===== config.mk =====
export PLATFORM = sky130hd
export DESIGN_NAME = showcyc_mirror
export DESIGN_NICKNAME = d
export VERILOG_FILES = /design/src/rtl/showcyc_pkg.sv /design/src/rtl/showcyc_cfg.sv /design/src/rtl/showcyc_entry.sv /design/src/rtl/showcyc_fsm.sv /design/src/rtl/showcyc_mirror.sv
export SDC_FILE = /design/constraint.sdc
export NUM_CORES = 1
export LEC_CHECK = 0
export BUFFER_PORTS_ARGS = -buffer_cell sky130_fd_sc_hd__buf_2
export CELL_PAD_IN_SITES_DETAIL_PLACEMENT = 0
export CELL_PAD_IN_SITES_GLOBAL_PLACEMENT = 1
export CORE_ASPECT_RATIO = 2
export CORE_MARGIN = 3
export CORE_UTILIZATION = 35
export DETAILED_ROUTE_END_ITERATION = 12
export HOLD_SLACK_MARGIN = 0.1
export PLACE_DENSITY_LB_ADDON = 0.1
export SLEW_MARGIN = 20
export SYNTH_ARGS = -nofsm -noshare
export SYNTH_HDL_FRONTEND = slang
export SYNTH_SLANG_ARGS = --single-unit

===== constraint.sdc =====
create_clock -name clk -period 4.5 [get_ports clk]
set_clock_uncertainty 0.15 [all_clocks]
set_input_delay 0.9 -clock clk [delete_from_list [all_inputs] [get_ports clk]]
set_output_delay 0.9 -clock clk [all_outputs]
set_load 0.01 [all_outputs]

===== src/rtl/showcyc_pkg.sv =====
package showcyc_pkg;

    typedef enum logic [1:0] {
        MODE_ALL  = 2'b00,
        MODE_WR   = 2'b01,
        MODE_RSVD = 2'b10,
        MODE_OFF  = 2'b11
    } show_mode_e;

    typedef enum logic [2:0] {
        ST_IDLE,
        ST_LADDR,
        ST_LDATA,
        ST_RETRY,
        ST_UREQ,
        ST_UBACK,
        ST_UADDR,
        ST_UDATA
    } seq_state_e;

    function automatic logic mode_enabled(input show_mode_e m);
        return (m == MODE_ALL) || (m == MODE_WR);
    endfunction

    function automatic logic mode_shows(input show_mode_e m, input logic is_wr);
        case (m)
            MODE_ALL: return 1'b1;
            MODE_WR:  return is_wr;
            default:  return 1'b0;
        endcase
    endfunction

endpackage


===== src/rtl/showcyc_cfg.sv =====
module showcyc_cfg
    import showcyc_pkg::*;
(
    input  logic       clk,
    input  logic       rst,
    input  logic       we,
    input  logic [1:0] wdata,
    output show_mode_e mode
);
    always_ff @(posedge clk) begin
        if (rst) begin
            mode <= MODE_OFF;
        end else if (we) begin
            mode <= show_mode_e'(wdata);
        end
    end
endmodule


===== src/rtl/showcyc_entry.sv =====
module showcyc_entry #(
    parameter int ADDR_W = 32,
    parameter int DATA_W = 32,
    parameter int SIZE_W = 2
) (
    input  logic              clk,
    input  logic              rst,
    input  logic              load_addr,
    input  logic              load_data,
    input  logic [ADDR_W-1:0] in_addr,
    input  logic              in_we,
    input  logic [SIZE_W-1:0] in_size,
    input  logic [DATA_W-1:0] in_data,
    output logic [ADDR_W-1:0] out_addr,
    output logic              out_we,
    output logic [SIZE_W-1:0] out_size,
    output logic [DATA_W-1:0] out_data
);
    typedef struct packed {
        logic [ADDR_W-1:0] addr;
        logic              we;
        logic [SIZE_W-1:0] size;
    } hdr_t;

    hdr_t              hdr_q;
    logic [DATA_W-1:0] data_q;

    always_ff @(posedge clk) begin
        if (rst) begin
            hdr_q  <= '0;
            data_q <= '0;
        end else begin
            if (load_addr) begin
                hdr_q <= '{addr: in_addr, we: in_we, size: in_size};
            end
            if (load_data) begin
                data_q <= in_data;
            end
        end
    end

    assign out_addr = hdr_q.addr;
    assign out_we   = hdr_q.we;
    assign out_size = hdr_q.size;
    assign out_data = data_q;
endmodule


===== src/rtl/showcyc_fsm.sv =====
module showcyc_fsm
    import showcyc_pkg::*;
#(
    parameter int REQ_MIN = 2
) (
    input  logic       clk,
    input  logic       rst,
    input  show_mode_e mode,
    input  logic       lb_valid,
    input  logic       lb_we,
    input  logic       lb_aack,
    input  logic       lb_dack,
    input  logic       lb_retry,
    input  logic       ub_gnt,
    input  logic       ub_noshow,
    output seq_state_e st,
    output logic       load_addr,
    output logic       load_data,
    output logic       lb_hold,
    output logic       ub_req,
    output logic       ub_aphase,
    output logic       ub_dphase
);
    localparam int CNT_W = $clog2(REQ_MIN + 1);
    localparam logic [CNT_W-1:0] CNT_LAST = CNT_W'(REQ_MIN - 1);

    seq_state_e       nxt;
    show_mode_e       mode_lat;
    show_mode_e       eff_mode;
    logic             valid_q;
    logic             start;
    logic [CNT_W-1:0] req_cnt;
    logic             req_done;

    assign start    = lb_valid && !valid_q;
    assign eff_mode = (st == ST_IDLE) ? mode : mode_lat;
    assign req_done = (req_cnt >= CNT_LAST);

    always_comb begin
        nxt       = st;
        load_addr = 1'b0;
        load_data = 1'b0;
        case (st)
            ST_IDLE, ST_LADDR: begin
                if ((st == ST_LADDR) || (start && mode_enabled(mode))) begin
                    if (lb_retry) begin
                        nxt = ST_RETRY;
                    end else if (lb_aack) begin
                        if (mode_shows(eff_mode, lb_we)) begin
                            load_addr = 1'b1;
                            if (lb_dack) begin
                                load_data = 1'b1;
                                nxt       = ST_UREQ;
                            end else begin
                                nxt = ST_LDATA;
                            end
                        end else begin
                            nxt = ST_IDLE;
                        end
                    end else begin
                        nxt = ST_LADDR;
                    end
                end
            end
            ST_LDATA: begin
                if (lb_dack) begin
                    load_data = 1'b1;
                    nxt       = ST_UREQ;
                end
            end
            ST_RETRY: nxt = ST_IDLE;
            ST_UREQ: begin
                if (ub_noshow) begin
                    nxt = ST_UBACK;
                end else if (ub_gnt && req_done) begin
                    nxt = ST_UADDR;
                end
            end
            ST_UBACK: nxt = ST_UREQ;
            ST_UADDR: nxt = ub_noshow ? ST_UBACK : ST_UDATA;
            ST_UDATA: nxt = ST_IDLE;
            default:  nxt = ST_IDLE;
        endcase
    end

    always_ff @(posedge clk) begin
        if (rst) begin
            st       <= ST_IDLE;
            mode_lat <= MODE_OFF;
            valid_q  <= 1'b0;
            req_cnt  <= '0;
        end else begin
            st      <= nxt;
            valid_q <= lb_valid;
            if (st == ST_IDLE) begin
                mode_lat <= mode;
            end
            if (st != ST_UREQ) begin
                req_cnt <= '0;
            end else if (!req_done) begin
                req_cnt <= req_cnt + 1'b1;
            end
        end
    end

    assign lb_hold   = (st != ST_IDLE);
    assign ub_req    = (st == ST_UREQ);
    assign ub_aphase = (st == ST_UADDR);
    assign ub_dphase = (st == ST_UDATA);
endmodule


===== src/rtl/showcyc_mirror.sv =====
module showcyc_mirror
    import showcyc_pkg::*;
#(
    parameter int ADDR_W  = 32,
    parameter int DATA_W  = 32,
    parameter int SIZE_W  = 2,
    parameter int REQ_MIN = 2
) (
    input  logic              clk,
    input  logic              rst,
    input  logic              cfg_we,
    input  logic [1:0]        cfg_mode,
    input  logic              lb_valid,
    input  logic              lb_we,
    input  logic [SIZE_W-1:0] lb_size,
    input  logic [ADDR_W-1:0] lb_addr,
    input  logic [DATA_W-1:0] lb_data,
    input  logic              lb_aack,
    input  logic              lb_dack,
    input  logic              lb_retry,
    output logic              lb_hold,
    input  logic              ub_gnt,
    input  logic              ub_noshow,
    output logic              ub_req,
    output logic              ub_aphase,
    output logic              ub_dphase,
    output logic [ADDR_W-1:0] ub_addr,
    output logic              ub_we,
    output logic [SIZE_W-1:0] ub_size,
    output logic [DATA_W-1:0] ub_data
);
    show_mode_e mode;
    seq_state_e seq_st;
    logic       load_addr;
    logic       load_data;

    showcyc_cfg u_cfg (
        .clk   (clk),
        .rst   (rst),
        .we    (cfg_we),
        .wdata (cfg_mode),
        .mode  (mode)
    );

    showcyc_fsm #(.REQ_MIN(REQ_MIN)) u_fsm (
        .clk       (clk),
        .rst       (rst),
        .mode      (mode),
        .lb_valid  (lb_valid),
        .lb_we     (lb_we),
        .lb_aack   (lb_aack),
        .lb_dack   (lb_dack),
        .lb_retry  (lb_retry),
        .ub_gnt    (ub_gnt),
        .ub_noshow (ub_noshow),
        .st        (seq_st),
        .load_addr (load_addr),
        .load_data (load_data),
        .lb_hold   (lb_hold),
        .ub_req    (ub_req),
        .ub_aphase (ub_aphase),
        .ub_dphase (ub_dphase)
    );

    showcyc_entry #(.ADDR_W(ADDR_W), .DATA_W(DATA_W), .SIZE_W(SIZE_W)) u_entry (
        .clk       (clk),
        .rst       (rst),
        .load_addr (load_addr),
        .load_data (load_data),
        .in_addr   (lb_addr),
        .in_we     (lb_we),
        .in_size   (lb_size),
        .in_data   (lb_data),
        .out_addr  (ub_addr),
        .out_we    (ub_we),
        .out_size  (ub_size),
        .out_data  (ub_data)
    );
endmodule


Yosys cells after proc, flatten, opt, wreduce, memory -nomap -nowiden
Cells that the tools add are included.
- flip-flop bits (word level): 77
- word-level logic and storage cells: 65
- multiplexer cells: 27
- $add $sub $neg: 1
- reductions and logical operators: 14
- $lt $le $gt $ge: 1
- equality and inequality tests: 13
- operators with widths (operator ; number):
    $mux 3 ; 8
    $pmux 3 s6 ; 1
    $mux 1 ; 14
    $eq 3x3->1 const B ; 4
    $eq 3x2->1 const B ; 2
    $reduce_or 2->1 ; 3
    $eq 2x1->1 const B ; 2
    $logic_not 2->1 ; 2
    $mux 2 ; 2
    $pmux 1 s2 ; 2
    $eq 3x1->1 const B ; 1
    $logic_and 1x1->1 ; 3
    $logic_not 3->1 ; 1
    $ne 3x2->1 const B ; 1
    $ne 3x3->1 const B ; 1
    $reduce_and 3->1 ; 1
    $reduce_bool 3->1 ; 1
    $add 2x1->2 const B ; 1
    $ge 2x1->1 const B ; 1
    $logic_or 1x1->1 ; 2
    $ne 2x1->1 const B ; 1
    $ne 2x2->1 const B ; 1
    $logic_not 1->1 ; 1

Longest topological paths before layout
- word-level depth: 13
- gate-level depth with buffers: 7
- gate-level depth less buffers: 6

By module
From an unflattened synthesis, not the netlist that was laid out.
- cell total of the unflattened synthesis: 281
- area total of the unflattened synthesis: 2971.6 um^2
- by module, submodules not included (module ; instances ; sequential area each (um^2) ; cells each ; area an instance (um^2)):
    showcyc_entry ; 1 ; 1341.3 ; 216 ; 2418.6
    showcyc_fsm ; 1 ; 160.2 ; 59 ; 483.0
    showcyc_cfg ; 1 ; 40.0 ; 6 ; 70.1

Least setup slack after synthesis
Ideal clock, no wire load.
- kind: input to register
- start: input port lb_valid
- end: register u_entry.data_q[10] (netlist: u_entry.out_data[10])
- path buffers: 1
- stages: 5
- arrival: 1.968 ns
- setup slack: 2.236 ns
- cell sequence: nor3b_1 o2111ai_4 nor2_4 buf_6 o311ai_2
- word-level cells in the longest chain between the ends: 5
- ends and longest elaborated chain (element ; RTL line ; source):
    start: declaration ; showcyc_mirror.sv:13 ; input logic lb_valid,
    $logic_and 1x1->1 ; showcyc_fsm.sv:35 ; assign start = lb_valid && !valid_q;
    $logic_and 1x1->1 ; showcyc_fsm.sv:45 ; if ((st == ST_LADDR) || (start && mode_enabled(mode))) begin
    $logic_or 1x1->1 ; showcyc_fsm.sv:45 ;
    $mux 1 ; showcyc_fsm.sv:45 ;
    $pmux 1 s2 ; showcyc_fsm.sv:43 ; case (st)
    end signal: assignment ; showcyc_entry.sv:37 ; data_q <= in_data;
    end: declaration ; showcyc_entry.sv:26 ; logic [DATA_W-1:0] data_q;
Every way passes these cells.
A chain may end at the register's enable or synchronous reset.

Worst setup path in the final report
- start: input port lb_valid
- end: register u_entry.data_q[0] (netlist: u_entry.out_data[0])
The elaborated chain is that of the path after synthesis.

==> qor.yml <==
status: "finished, final reports clean"
dr_wl_met2_um: 6320
synth_nets: 564
final_common_cell: "buf_2"
dpl.hpwl_um: 7930
grt_setup_unrepaired: "no"
grt_first_pass_wirelength_um: 19900
start_util_pct: 35.9
io_pins: 149
vias: 3991
cts.sinks: 77
hp-start: "u_cfg.mode[0]"
crit_arrival_ns: 2.93
max-vdd-ir-drop_mv: 0.200
startpoint_type: "input port"
rows: 56
reg2reg_depth: 5
relSlewSlack_pct: 30.7
cts_tree: "yes"
grt_max_degree: 110
drt-initial-drc-count: 159
r2r-end: "u_entry.out_data[0]"
fin_nets: 674
finalCritPeriodShare_pct: 64.7
hp-class: "register to register"
fin_crit_ns: 2.91
final_max_slew_viol_count: 0
cts_max_level: 3
hold_end: "u_fsm.mode_lat[0]"
drc: 0
p_per_area_nw_per_um2: 344
firstDrtPassIters: 5
avgSynthCellArea_sq_um: 8.71
hold_viol_final: 0
yosys_warnings: 0
top_layer: "met4"
port_buffers: 148
async_flop_share_pct: 0
maxClockFrequency_ghz: 0.343
postLayoutCoreUtil_pct: 44.4
clockRootBuffer: "clkbuf_16"
p_int_w: 0.00124
r2r_setup_slack_ns: 1.65
end_kind: "register"
antenna_cells: 0
wl_met3_um: 530
cts_resized: 0
tightest_slew_ns: 1.04
area_growth_pct: 23.6
leakagePower_nw: 2.16
power_switching_w: 0.000555
cts_made_buffers: 9
ctsHoldBuffers: 0
wl_met1_um: 4990
fp.dieH_um: 161
ys.flop_type: "dfxtp_1"
path_clk_slew_ns: 0.06
track_usage_pct: 17.9
clk_latency_ns: 0.34
p_clk_share_pct: 37.9
critPathKind: "input port to register"
cp.required_ns: 4.52
tns_ns: 0
antenna_found_initial: 0
power_frac_seq_pct: 41.6
r2r-start: "u_fsm.st[0]"
gp_congestion: 0.757
synthDistinctLibCells: 43
syn_area_sq_um: 4220
vias_per_cell: 5.36
setup_viol: 0
syn-instance-count: 485
final_cell_mix: "buf_2 (147), dfxtp_1 (77), nor2b_1 (38)"
ys_ff_latch: 77
wire_per_inst_um: 16.1
pwr-share-comb_pct: 20.5
path_max_fanout: 36
core_sq_um: 11800
die_x_um: 83.7
yosysSeqAreaShare_pct: 36.5
cts_setup_buffers: 0
hold_depth: 1
ant_nets: 0
switching_share_pct: 30.9
grt_pass1_vias: 3964
routed_wl_um: 12000
drv_cap: 0
dieArea_sq_um: 13500
grt_overflow_total: 0
cts.path.max_buffers: 2
synth_edf_count: 0
drive_above_1_share_pct: 34.8
## metrics by stage
step                      hold slack (ns)  setup WS (ns)  std cells  total power (W)  area [sq um]
after detailed placement            0.314           1.19        729          0.00114          4950
after floorplan                     0.292           2.24        485          0.00102          4220
after global routing                0.340           1.40        745          0.00189          5220
final                               0.324           1.59        745          0.00180          5220
after CTS                           0.323           1.55        745          0.00182          5220
after global placement              0.307           1.33        729          0.00113          4950
## layer usage
metal	vias up	global-route usage [%]
met5	-	0
met4	0	5.20
met3	10	4.49
met2	112	32.6
met1	1858	20.4
li1	2011	-
## sequential cells by signal, indices dropped and copies added (netlist names), named ones only
| register | count |
|---|---|
| u_entry.out_data | 32 |
| u_cfg.mode | 2 |
| u_fsm.mode_lat | 2 |
| u_entry.out_size | 2 |
| u_entry.out_we | 1 |
| u_fsm.st | 2 |
| u_fsm.req_cnt | 2 |
| u_entry.out_addr | 32 |
| u_fsm.valid_q | 1 |
## layout make-up
class	count	area [sq um]
Clock buffer	10	239
Clock inverter	6	36.3
Fill cell	1219	6550
Inverter	7	26.3
Multi-Input combinational cell	346	2400
Sequential cell	77	1540
Tap cell	145	181
Timing Repair Buffer	154	801
## power by group through the flow
stage / combinational (W) / clock [W] / sequential [W]
6_report: 0.000369 / 0.000681 / 0.000747
5_1_grt: 0.000407 / 0.000733 / 0.000753
4_1_cts: 0.000373 / 0.000703 / 0.000748
3_5_place_dp: 0.000373 / 0 / 0.000762
3_3_place_gp: 0.000364 / 0 / 0.000763
2_1_floorplan: 0.000249 / 0 / 0.000766
## synth_stat cells, drive strengths merged, types with 2 or more instances
cell / instances / area [sq um]
and2b: 2 / 15.0
nand2: 2 / 7.51
dfxtp: 77 / 1540
a21oi: 37 / 185
a31oi: 32 / 200
nor2b: 40 / 250
o21ai: 35 / 175
o311ai: 32 / 536
nand4: 32 / 200
buf: 22 / 160
clkbuf: 33 / 126
or3: 2 / 12.5
nand3: 35 / 175
nor3: 4 / 31.3
nand2b: 34 / 213
nor2: 37 / 146
mux2i: 3 / 33.8
a211o: 4 / 35.0
inv: 7 / 26.3
## worst max-delay path, cell delays in order
cell       delay, ns
buf_2           0.08
nor3b_1         0.48
o2111ai_4       0.52
nor2_4          0.21
buf_4           0.51
o311ai_0        0.21
## worst max-delay path by stage
| stage | start | end | slack (ns) | depth (start not counted) |
|---|---|---|---|---|
| after CTS | lb_valid | u_entry.out_data[0] | 1.55 | 6 |
| after global routing | lb_valid | u_entry.out_data[1] | 1.40 | 6 |
| after detailed placement | lb_valid | u_entry.out_data[1] | 1.19 | 6 |
| after floorplan | lb_valid | u_entry.out_data[10] | 2.24 | 5 |
| after global placement | lb_valid | u_entry.out_data[1] | 1.33 | 6 |
| final | lb_valid | u_entry.out_data[0] | 1.59 | 6 |
## cells by family after synthesis
kind of cell,share of synthesized area (%)
xor+xnor,0.207
simple gates,25.4
fa+ha+maj,0.296
flops,36.5
mux,1.16
buf+inv,7.41
compound gates,29.0
Note: power is estimated with default switching activity, not from simulation.
